**src/rtl/pxl_pkg.sv**
```systemverilog
package pxl_pkg;
  localparam int ADDR_W  = 32;
  localparam int OFF_W   = 12;
  localparam int VPN_W   = ADDR_W - OFF_W;
  localparam int PTE_V   = 0;
  localparam int PTE_W   = 1;

  typedef enum logic [1:0] {
    XS_OK   = 2'd0,
    XS_PAGE = 2'd1,
    XS_PROT = 2'd2
  } xlate_status_e;
endpackage

```
**src/rtl/pxl_tlb.sv**
```systemverilog
module pxl_tlb
  import pxl_pkg::*;
#(
  parameter int ENTRIES = 4
) (
  input  logic             clk,
  input  logic             rst_n,
  input  logic             flush,
  input  logic [VPN_W-1:0] lk_vpn,
  output logic             lk_hit,
  output logic [VPN_W-1:0] lk_frame,
  output logic             lk_wr,
  input  logic             fill_en,
  input  logic [VPN_W-1:0] fill_vpn,
  input  logic [VPN_W-1:0] fill_frame,
  input  logic             fill_wr
);
  localparam int IDX_W = (ENTRIES > 1) ? $clog2(ENTRIES) : 1;

  logic             ent_v  [ENTRIES];
  logic [VPN_W-1:0] ent_tag[ENTRIES];
  logic [VPN_W-1:0] ent_frm[ENTRIES];
  logic             ent_wr [ENTRIES];
  logic [ENTRIES-1:0] match;
  logic [IDX_W-1:0] victim;

  for (genvar i = 0; i < ENTRIES; i++) begin : g_cmp
    assign match[i] = ent_v[i] && (ent_tag[i] == lk_vpn);
  end

  always_comb begin
    lk_frame = '0;
    lk_wr    = 1'b0;
    for (int i = 0; i < ENTRIES; i++) begin
      if (match[i]) begin
        lk_frame = lk_frame | ent_frm[i];
        lk_wr    = lk_wr | ent_wr[i];
      end
    end
  end
  assign lk_hit = |match;

  always_ff @(posedge clk) begin
    if (!rst_n) begin
      victim <= '0;
      for (int i = 0; i < ENTRIES; i++) begin
        ent_v[i]   <= 1'b0;
        ent_tag[i] <= '0;
        ent_frm[i] <= '0;
        ent_wr[i]  <= 1'b0;
      end
    end else if (flush) begin
      for (int i = 0; i < ENTRIES; i++) ent_v[i] <= 1'b0;
    end else if (fill_en) begin
      for (int i = 0; i < ENTRIES; i++) begin
        if (victim == IDX_W'(i)) begin
          ent_v[i]   <= 1'b1;
          ent_tag[i] <= fill_vpn;
          ent_frm[i] <= fill_frame;
          ent_wr[i]  <= fill_wr;
        end
      end
      victim <= (victim == IDX_W'(ENTRIES - 1)) ? '0 : victim + 1'b1;
    end
  end
endmodule

```
**src/rtl/pxl_rights.sv**
```systemverilog
module pxl_rights
  import pxl_pkg::*;
(
  input  logic          present,
  input  logic          writable,
  input  logic          is_write,
  output xlate_status_e status
);
  always_comb begin
    if (!present)                  status = XS_PAGE;
    else if (is_write && !writable) status = XS_PROT;
    else                           status = XS_OK;
  end
endmodule

```
**src/rtl/page_xlate.sv**
```systemverilog
module page_xlate
  import pxl_pkg::*;
#(
  parameter int TLB_ENTRIES = 4
) (
  input  logic              clk,
  input  logic              rst_n,
  input  logic              flush,
  input  logic [ADDR_W-1:0] ptbr,
  input  logic              req_valid,
  output logic              req_ready,
  input  logic [ADDR_W-1:0] req_addr,
  input  logic              req_write,
  output logic              resp_valid,
  input  logic              resp_ready,
  output logic [ADDR_W-1:0] resp_paddr,
  output logic [1:0]        resp_status,
  output logic              mem_req_valid,
  input  logic              mem_req_ready,
  output logic [ADDR_W-1:0] mem_req_addr,
  input  logic              mem_resp_valid,
  input  logic [ADDR_W-1:0] mem_resp_data
);
  typedef enum logic [1:0] {S_IDLE, S_MREQ, S_MWAIT, S_RESP} state_e;

  state_e            st;
  logic [VPN_W-1:0]  vpn_q;
  logic [OFF_W-1:0]  off_q;
  logic              wr_q;
  logic [ADDR_W-1:0] maddr_q;
  logic [ADDR_W-1:0] paddr_q;
  xlate_status_e     stat_q;

  logic [VPN_W-1:0]  in_vpn;
  logic [OFF_W-1:0]  in_off;
  logic              accept;
  logic              tlb_hit, tlb_wr;
  logic [VPN_W-1:0]  tlb_frame;
  logic              walk_sel, fill_en;
  logic [VPN_W-1:0]  pte_frame;
  logic              chk_present, chk_wr, chk_is_wr;
  xlate_status_e     chk_status;
  logic              unused_pte;

  assign in_vpn    = req_addr[ADDR_W-1:OFF_W];
  assign in_off    = req_addr[OFF_W-1:0];
  assign req_ready = (st == S_IDLE) && !flush;
  assign accept    = req_valid && req_ready;
  assign pte_frame = mem_resp_data[ADDR_W-1:OFF_W];
  assign unused_pte = ^mem_resp_data[OFF_W-1:PTE_W+1];

  assign walk_sel  = (st == S_MWAIT);
  assign fill_en   = walk_sel && mem_resp_valid && mem_resp_data[PTE_V];

  pxl_tlb #(.ENTRIES(TLB_ENTRIES)) u_tlb (
    .clk(clk), .rst_n(rst_n), .flush(flush),
    .lk_vpn(in_vpn), .lk_hit(tlb_hit), .lk_frame(tlb_frame), .lk_wr(tlb_wr),
    .fill_en(fill_en), .fill_vpn(vpn_q), .fill_frame(pte_frame),
    .fill_wr(mem_resp_data[PTE_W])
  );

  always_comb begin
    if (walk_sel) begin
      chk_present = mem_resp_data[PTE_V];
      chk_wr      = mem_resp_data[PTE_W];
      chk_is_wr   = wr_q;
    end else begin
      chk_present = 1'b1;
      chk_wr      = tlb_wr;
      chk_is_wr   = req_write;
    end
  end

  pxl_rights u_rights (
    .present(chk_present), .writable(chk_wr),
    .is_write(chk_is_wr), .status(chk_status)
  );

  always_ff @(posedge clk) begin
    if (!rst_n) begin
      st      <= S_IDLE;
      vpn_q   <= '0;
      off_q   <= '0;
      wr_q    <= 1'b0;
      maddr_q <= '0;
      paddr_q <= '0;
      stat_q  <= XS_OK;
    end else begin
      case (st)
        S_IDLE: if (accept) begin
          vpn_q <= in_vpn;
          off_q <= in_off;
          wr_q  <= req_write;
          if (tlb_hit) begin
            stat_q  <= chk_status;
            paddr_q <= (chk_status == XS_OK) ? {tlb_frame, in_off} : '0;
            st      <= S_RESP;
          end else begin
            maddr_q <= ptbr + {{(OFF_W-2){1'b0}}, in_vpn, 2'b00};
            st      <= S_MREQ;
          end
        end
        S_MREQ: if (mem_req_ready) st <= S_MWAIT;
        S_MWAIT: if (mem_resp_valid) begin
          stat_q  <= chk_status;
          paddr_q <= (chk_status == XS_OK) ? {pte_frame, off_q} : '0;
          st      <= S_RESP;
        end
        S_RESP: if (resp_ready) st <= S_IDLE;
        default: st <= S_IDLE;
      endcase
    end
  end

  assign mem_req_valid = (st == S_MREQ);
  assign mem_req_addr  = maddr_q;
  assign resp_valid    = (st == S_RESP);
  assign resp_paddr    = paddr_q;
  assign resp_status   = stat_q;
endmodule

```
**config.mk**
```make
export PLATFORM = sky130hd
export DESIGN_NAME = page_xlate
export DESIGN_NICKNAME = d
export VERILOG_FILES = /design/src/rtl/pxl_pkg.sv /design/src/rtl/pxl_tlb.sv /design/src/rtl/pxl_rights.sv /design/src/rtl/page_xlate.sv
export SDC_FILE = /design/constraint.sdc
export NUM_CORES = 1
export LEC_CHECK = 0
export BUFFER_PORTS_ARGS = -buffer_cell sky130_fd_sc_hd__clkbuf_2
export CAP_MARGIN = 10
export CORE_ASPECT_RATIO = 0.7
export CORE_MARGIN = 3
export CORE_UTILIZATION = 50
export CTS_CLUSTER_SIZE = 12
export DETAILED_ROUTE_END_ITERATION = 6
export MAX_ROUTING_LAYER = met4
export PLACE_DENSITY = 0.69
export SLEW_MARGIN = 20
export SYNTH_ARGS = -nofsm -noshare
export SYNTH_HDL_FRONTEND = slang
export SYNTH_SLANG_ARGS = --single-unit
```
**constraint.sdc**
```tcl
create_clock -name clk -period 2.8 [get_ports clk]
set_input_delay 0.14 -clock clk [delete_from_list [all_inputs] [get_ports clk]]
set_output_delay 0.14 -clock clk [all_outputs]
set_load 0.05 [all_outputs]
```
# Word level (Yosys, flattened, before mapping)
# Memories as Yosys holds them, arrays and structs flattened.
# Index checks and enable logic that the tools add are counted.
# totals
n_memories,4
ff_bits,103
wordCells,152
output_inout_bits,69
ramBits,168
inputBits,104
# classes
n_mux,74
eq_ne,15
n_reduce_logical,21
addsub,2
bitwise_logic,28
# memory_table
name,depth,width,rd,rd_ports_with_merged_regs,write_ports,line_no,text
u_tlb.ent_frm,4,20,4,0,4,pxl_tlb.sv:22,logic [VPN_W-1:0] ent_frm[ENTRIES];
u_tlb.ent_tag,4,20,4,0,4,pxl_tlb.sv:21,logic [VPN_W-1:0] ent_tag[ENTRIES];
u_tlb.ent_v,4,1,4,0,4,pxl_tlb.sv:20,logic ent_v [ENTRIES];
u_tlb.ent_wr,4,1,4,0,4,pxl_tlb.sv:23,logic ent_wr [ENTRIES];
# op_table
op,n
20-bit 2-to-1 mux,12
32-bit 2-to-1 mux,5
20-bit == test,4
32-bit one-hot mux with 2 select lines,1
20-bit OR,3
1-bit 2-to-1 mux,43
32-bit by 22-bit adder with 32-bit output,1
1-bit OR,23
2-bit 2-to-1 mux,11
1-bit logical AND,9
2-bit == test (second input constant),4
2-bit one-hot mux with 4 select lines,1
4-bit AND reduction,2
2-bit zero test,3
2-bit inequality test (second input constant),3
2-bit by 1-bit == test with 1-bit output (second input constant),2
2-bit by 1-bit inequality test with 1-bit output (second input constant),2
2-bit one-hot mux with 2 select lines,1
2-bit AND reduction,2
4-bit OR reduction,1
3-bit AND reduction,1
2-bit by 1-bit adder with 2-bit output (second input constant),1
1-bit zero test,2
1-bit NOT,2
2-bit nonzero test,1

# Depth between registers and ports, before layout
# Gate-level depths: netlist of the first run.
# logic_depth
depth_word,19
depth_mapped,11
ltp_nobuf,11

# By module
# From an unflattened synthesis of the first run, not the netlist that was laid out.
# unflattened
cells_unflattened,1316
hier_area_um2,13743.2
# by_module_without_submodules
module,cells_each,area_per_inst_um2,seq_area_each_um2,instances
pxl_tlb,644,8174.1,5024.8,1
page_xlate,670,5556.6,2021.9,1
pxl_rights,2,12.5,0.0,1

# Worst setup path before layout of the first run
# No wires, ideal clock.
# synth_path
kind,register -> register
start,reg st[0]
end,reg paddr_q[10] (netlist: resp_paddr[10])
setup_ps,68
synth_period_minus_slack_ps,2909
arrival_time_ps,2840
stages_incl_launch_ff,12
slack_ps,-109
required_time_ps,2732
n_path_buf,2
path_cell_list,dfxtp_1 > inv_1 > ha_1 > nor2b_1 > nand2_1 > nand2_1 > o21ai_0 > a211oi_4 > nand4bb_1 > buf_2 > buf_6 > o2bb2ai_2
# synth_between
elab_cells_between_ends,23
cone_classes,eq/ne (4); mux (11); reduce/logical (8)
# synth_rtl
element,line_no,text
from (decl),page_xlate.sv:26,state_e st;
from (signal assigned),page_xlate.sv:81,st <= S_IDLE;
from (signal assigned),page_xlate.sv:97,st <= S_RESP;
from (signal assigned),page_xlate.sv:100,st <= S_MREQ;
2-bit zero test,page_xlate.sv:47,assign req_ready = (st == S_IDLE) && !flush;
1-bit logical AND,page_xlate.sv:47,
via req_ready,page_xlate.sv:11,"output logic req_ready,"
1-bit logical AND,page_xlate.sv:48,assign accept = req_valid && req_ready;
2-bit inequality test (no source line),n/a,
4-bit AND reduction (no source line),n/a,
to (signal assigned),page_xlate.sv:96,"paddr_q <= (chk_status == XS_OK) ? {tlb_frame, in_off} : '0;"
to (signal assigned),page_xlate.sv:106,"paddr_q <= (chk_status == XS_OK) ? {pte_frame, off_q} : '0;"
to (decl),page_xlate.sv:31,logic [ADDR_W-1:0] paddr_q;
# The timed path passes the listed nets, and every way through them passes these cells. The select of a mux whose other input is x is not followed.
# A chain may end at the register's enable or synchronous reset.

==> results.toml, run 1 <==
[layout]
multiInputGateArea_sq_mm = 0.005545
diodes = 0
final_nets = 1534
final_cell_mix = "163 x and2_1, 162 x edfxtp_1, 161 x clkbuf_2"
mostFrequentLayoutCell = "and2_1"
drive_gt1_share_pct = 23.07
n_fill_cell = 1965
stdcell_area_sq_mm = 0.01606
area_growth_pct = 25.26
register_area_sq_mm = 0.007047

[critical_path]
crit_arrival_ns = 3.17
start_kind = "flip-flop"
worstPathCellList = "xnor2_1 -> nand4_1 -> nor4_4 -> a222oi_1 -> o2bb2ai_2 -> nand4bb_4 -> buf_12 -> buf_12 -> o2bb2ai_1"
max_stage_delay_ns = 0.43
required_ns = 3.26
crit_family = "simple AND/OR/NAND/NOR gates"
crit_buf_inv = 2
critPathMaxFanout = 11
endpoint_kind = "flip-flop"
crit_path_top_delay_cell = "nor4_4"
crit_path_frequent_cell = "buf_12"
path_class = "flip-flop to flip-flop"

[pwr]
p_leak_uw = 0.006312
p_per_area_mw_per_mm2 = 644.8
finalPower_uw = 10360
peakVddDrop_v = 0.0004474

[synthesis]
avgSynthCellArea_sq_um = 11.01
yosysSeqAreaShare_pct = 54.96
syn-cell-area_sq_mm = 0.01282
ys_ff_latch = 271
async_flop_share_pct = 0
synthDistinctLibCells = 57
synthFlopType = "edfxtp_1"
syn_inst = 1165
ys_warn_count = 0
synth_edf_count = 162
synth_fp_nets = 1299

[sta]
fin_ws_ns = 0.08679
min_period_ns = 2.713
fmax_mhz = 368.6
clock_skew_ns = 0.007252
setup_viol = 0
max_slew_margin_pct = 52.92
rsz0062_at_grt = "yes"
finalMaxSlewViolations = 0
hold_viol = 0
hold_slack_ns = 0.01950
tightest_slew_ns = 0.7062
finalCritPeriodShare_pct = 96.90

[floorplan]
die_area_sq_mm = 0.02763
die_h_microns = 140.0
io_pins = 173
num_rows = 48
initial_core_util_pct = 51.45
die_w_microns = 197.4
fp.coreArea_sq_mm = 0.02492

[placement]
place_hpwl_mm = 22.54
pre_cts_ws_ns = 0.02435
placed_cell_area_sq_mm = 0.01436
place_congestion = 0.9224
io_buffer_count = 162

[route]
ant_nets = 0
routed_wl_mm = 34.42
avgRoutedWirePerCell_microns = 19.70
vias = 9641
drt_iter0_drc = 702
viasPerCell = 5.519
remaining_drc_errors = 0
first_pass_iters = 5

[global_routing]
grt.total_usage_pct = 25.18
first_global_vias = 9651
grt_max_degree = 56
grt_pass1_wl_mm = 53.50
overflow = 0
antenna_found_initial = 0

[run_status]
run_status = "completed"

[hold_path]
hold_class = "input pin to flip-flop"

[cts]
clk_path_buf_depth = 3
cts_sinks = 271
clk_latency_ns = 0.53
cts_tree = "yes"
root_buffer = "clkbuf_16"
htree_levels = 1
path_clk_slew_ns = 0.06
cts_buffers = 28

[run]
cap_violations = 0
[tightest hold or removal path, delay by kind of cell]
kind	cells	cell delay, ns
AND/OR/NAND/NOR	1	0.06
AO/OA/AOI/OAI	1	0.05
buffers and inverters	2	0.25
[final cells by class]
class | count | area share, %
clock buffers | 48 | 5.165
multi-input cells | 793 | 34.53
flip-flops and latches | 271 | 43.87
repair buffers | 288 | 13.34
clock inverters | 4 | 0.1480
inverters | 18 | 0.4207
well taps | 325 | 2.532
[through the flow]
step,TNS (ns),instances,util [%]
4_1_cts,-0.08307,1742,63.56
3_3_place_gp,0,1631,57.62
2_1_floorplan,0,1165,-
3_5_place_dp,0,1631,57.62
5_1_grt,-0.5266,1747,64.44
6_report,0,1747,64.44
[where the power goes]
group,switching [uW],internal (uW)
sequential,146,4470
clock,1500,2010
combinational,1470,770
total,3110,7240
[per-layer routing]
metal  global-route usage, %  wire (microns)  vias up
met5                       -               0        -
met4                   4.460             522        0
met3                   3.895            2698       43
met2                   36.90           14800      342
met1                   37.63           16400     4649
li1                        -               -     4607
[repair_timing]
action / CTS / global route
pin swaps: 3 / 7
hold endpoints to repair: 151 / 0
hold buffers: 57 / 0
buffers inserted: 1 / 4
gates resized for setup: 2 / 18
cloned: 1 / 4
setup endpoints to repair: 1 / 44
[cell usage after synthesis (13+ instances only)]
cell type / n / area (sq um)
inv_1: 17 / 63.81
edfxtp_1: 162 / 4865
nor2_1: 25 / 93.84
clkbuf_1: 69 / 259.0
a22oi_1: 40 / 300.3
o2bb2ai_2: 30 / 450.4
a21oi_1: 117 / 585.6
and2_1: 163 / 1020
nand4_1: 13 / 81.33
nand2_1: 124 / 465.5
mux2i_1: 16 / 160.2
ha_1: 29 / 362.9
xnor2_1: 66 / 578.1
xor2_1: 37 / 324.1
nand3_1: 16 / 80.08
o21ai_0: 19 / 95.09
dfxtp_1: 109 / 2182
[worst paths after layout]
check,cells past startpoint,start,slack [ns],end
worst max register to register,9,u_tlb.ent_tag[2][15],0.09,resp_paddr[0]
worst min-delay path,4,req_addr[21],0.02,vpn_q[9]
worst min register to register,2,off_q[2],0.45,off_q[2]
worst max-delay path,9,u_tlb.ent_tag[2][15],0.09,resp_paddr[0]
[logic make-up (layout without fill, tap and decap cells)]
kind of cell / Yosys count / after routing / synth area share, %
buf+inv: 101 / 358 / 3.220
xor+xnor: 103 / 103 / 7.035
compound gates: 260 / 260 / 14.61
simple gates: 384 / 384 / 15.94
fa+ha+maj: 30 / 30 / 2.986
mux: 16 / 16 / 1.249
flops: 271 / 271 / 54.96
[state kept, by name, indices dropped and copies added, names as in the netlist]
signal and count:
u_tlb.ent_v 4, u_tlb.ent_frm 80, resp_status 2, u_tlb.ent_wr 4, off_q 12, u_tlb.victim 2, mem_req_addr 32, wr_q 1
u_tlb.ent_tag 80, vpn_q 20, resp_paddr 32, st 2
Power figures use the tool's default switching activity.
==> inputs of run 2 (changes only) <==
--- a/config.mk
+++ b/config.mk
@@ -13,7 +13,7 @@
 export CTS_CLUSTER_SIZE = 12
 export DETAILED_ROUTE_END_ITERATION = 6
 export MAX_ROUTING_LAYER = met4
-export PLACE_DENSITY = 0.69
+export PLACE_DENSITY = 0.71
 export SLEW_MARGIN = 20
 export SYNTH_ARGS = -nofsm -noshare
 export SYNTH_HDL_FRONTEND = slang
==> results.toml, run 2 (synthesis results as in run 1) <==
[sta]
finalMaxSlewViolations = 0
fmax_mhz = 361.6
hold_viol = 0
fin_ws_ns = 0.03435
min_period_ns = 2.766
clock_skew_ns = 0.01145
tightest_slew_ns = 0.7730
hold_slack_ns = 0.03530
max_slew_margin_pct = 48.47
finalCritPeriodShare_pct = 98.77
setup_viol = 0
rsz0062_at_grt = "yes"

[pwr]
p_switching_uw = 3101
internal_power_uw = 7345
comb_power_share_pct = 20.8
power.share.clock_pct = 34.9
seqPwrFrac_pct = 44.2
p_per_area_mw_per_mm2 = 656.5
swShare_pct = 29.69
peakVddDrop_v = 0.0004846
p_leak_uw = 0.006280

[critical_path]
r2r_start = "u_tlb.ent_tag[0][13]"
required_ns = 3.26
path_class = "flip-flop to flip-flop"
rr_worst_depth = 10
crit_arrival_ns = 3.22
worstPathCellList = "xor2_1 -> nor4_1 -> nand4_1 -> nor4_4 -> nor4_4 -> a211oi_4 -> buf_4 -> nand4bb_4 -> buf_12 -> o2bb2ai_2"
max_stage_delay_ns = 0.42
crit_buf_inv = 2
rrSetupSlack_ns = 0.03
crit_path_top_delay_cell = "nor4_4"
crit_path_frequent_cell = "nor4_4"
endpoint_kind = "flip-flop"
critPathMaxFanout = 16
reg2reg_to = "resp_paddr[26]"
start_kind = "flip-flop"
crit_family = "simple AND/OR/NAND/NOR gates"

[hold_path]
hold_start = "req_addr[14]"
hold_depth = 3
hold_path_end = "vpn_q[2]"
hold_class = "input pin to flip-flop"

[global_routing]
grt_pass1_wl_mm = 53.99
grt_max_degree = 62
grt.total_usage_pct = 25.54
use_met2_pct = 36.92
use_met1_pct = 38.77
overflow = 0
grt.met3_usage_pct = 4.088
antenna_found_initial = 0
first_global_vias = 9454
globalRoute.busiestLayer = "met1"

[route]
routed_wl_mm = 34.68
drt_iter0_drc = 854
vias = 9636
remaining_drc_errors = 0
ant_nets = 0
viasPerCell = 5.506
first_pass_iters = 5
avgRoutedWirePerCell_microns = 19.82

[layout]
register_area_sq_mm = 0.007047
drive_gt1_share_pct = 22.81
final_cell_mix = "163 x and2_1, 162 x clkbuf_2, 162 x edfxtp_1"
area_growth_pct = 24.09
n_fill_cell = 1946
diodes = 0
stdcell_area_sq_mm = 0.01591
reg_top3 = "u_tlb.ent_frm x80, u_tlb.ent_tag x80"
mostFrequentLayoutCell = "and2_1"
multiInputGateArea_sq_mm = 0.005479
final_nets = 1537

[cts]
cts_tree = "yes"
clk_path_buf_depth = 3
path_clk_slew_ns = 0.06
htree_levels = 1
root_buffer = "clkbuf_16"
clk_latency_ns = 0.53
cts_sinks = 271
cts_buffers = 28

[floorplan]
num_rows = 48
initial_core_util_pct = 51.45
die_h_microns = 140.0
io_pins = 173
die_w_microns = 197.4
die_area_sq_mm = 0.02763
fp.coreArea_sq_mm = 0.02492

[run]
cap_violations = 0

[placement]
place_congestion = 0.8716
pre_cts_ws_ns = -0.1247
io_buffer_count = 162
placed_cell_area_sq_mm = 0.01437
place_hpwl_mm = 22.86

[run_status]
run_status = "completed"
==> run 2: what timing repair did <==
| item | in CTS | in global routing |
|---|---|---|
| setup buffers | 0 | 1 |
| resized for setup | 2 | 9 |
| hold buffers | 55 | 0 |
| pin swaps | 0 | 9 |
| hold endpoints to repair | 151 | 0 |
| setup endpoints to repair | 8 | 42 |
| cloned | 0 | 1 |
==> run 2: power by group through the flow <==
stage / registers [uW] / clock network, uW / logic, uW
CTS: 4620 / 3700 / 2130
floorplan: 4990 / 0 / 1090
finish: 4620 / 3650 / 2180
global placement: 4690 / 0 / 2010
detailed placement: 4700 / 0 / 2060
global route: 4650 / 3880 / 2340
==> run 2: tightest hold or removal path, delay by kind of cell <==
kind / cells / cell delay, ns
buffers and inverters: 1 / 0.19
AOI/OAI and AO/OA: 1 / 0.06
and+or+nand+nor: 1 / 0.11
==> run 2: layer usage <==
layer  routed length [microns]  share of wire [%]  vias to the layer above
met1                     16430                 47                     4662
met4                       303               0.87                        0
met5                         0                  0                        -
met2                     15390                 44                      345
met3                      2555                7.4                       23
li1                          -                  -                     4606
==> run 2: layout make-up <==
type,instances,share of cell area [%]
Sequential cell,271,44.29
Multi-Input combinational cell,793,34.43
Timing Repair Buffer,291,12.70
Clock buffer,47,5.111
Tap cell,325,2.556
Clock inverter,5,0.4875
Inverter,18,0.4246
==> run 2: worst max-delay path by stage <==
stage / from / end / depth (start not counted)
6_report: u_tlb.ent_tag[0][13] / resp_paddr[26] / 10
4_1_cts: u_tlb.ent_tag[0][4] / resp_paddr[28] / 10
3_3_place_gp: req_addr[18] / resp_paddr[31] / 10
3_5_place_dp: req_addr[14] / mem_req_addr[28] / 10
5_1_grt: u_tlb.ent_tag[1][19] / resp_paddr[26] / 12
2_1_floorplan: st[0] / resp_paddr[10] / 11
==> run 2: through the flow <==
stage               power (uW)  setup TNS (ns)  cells  utilization, %
floorplan                 6078               0   1165               -
global placement          6703          -6.760   1640           57.59
detailed placement        6759         -0.4977   1641           57.67
CTS                      10450               0   1748           63.50
global route             10870          -1.229   1750           63.84
finish                   10450               0   1750           63.84
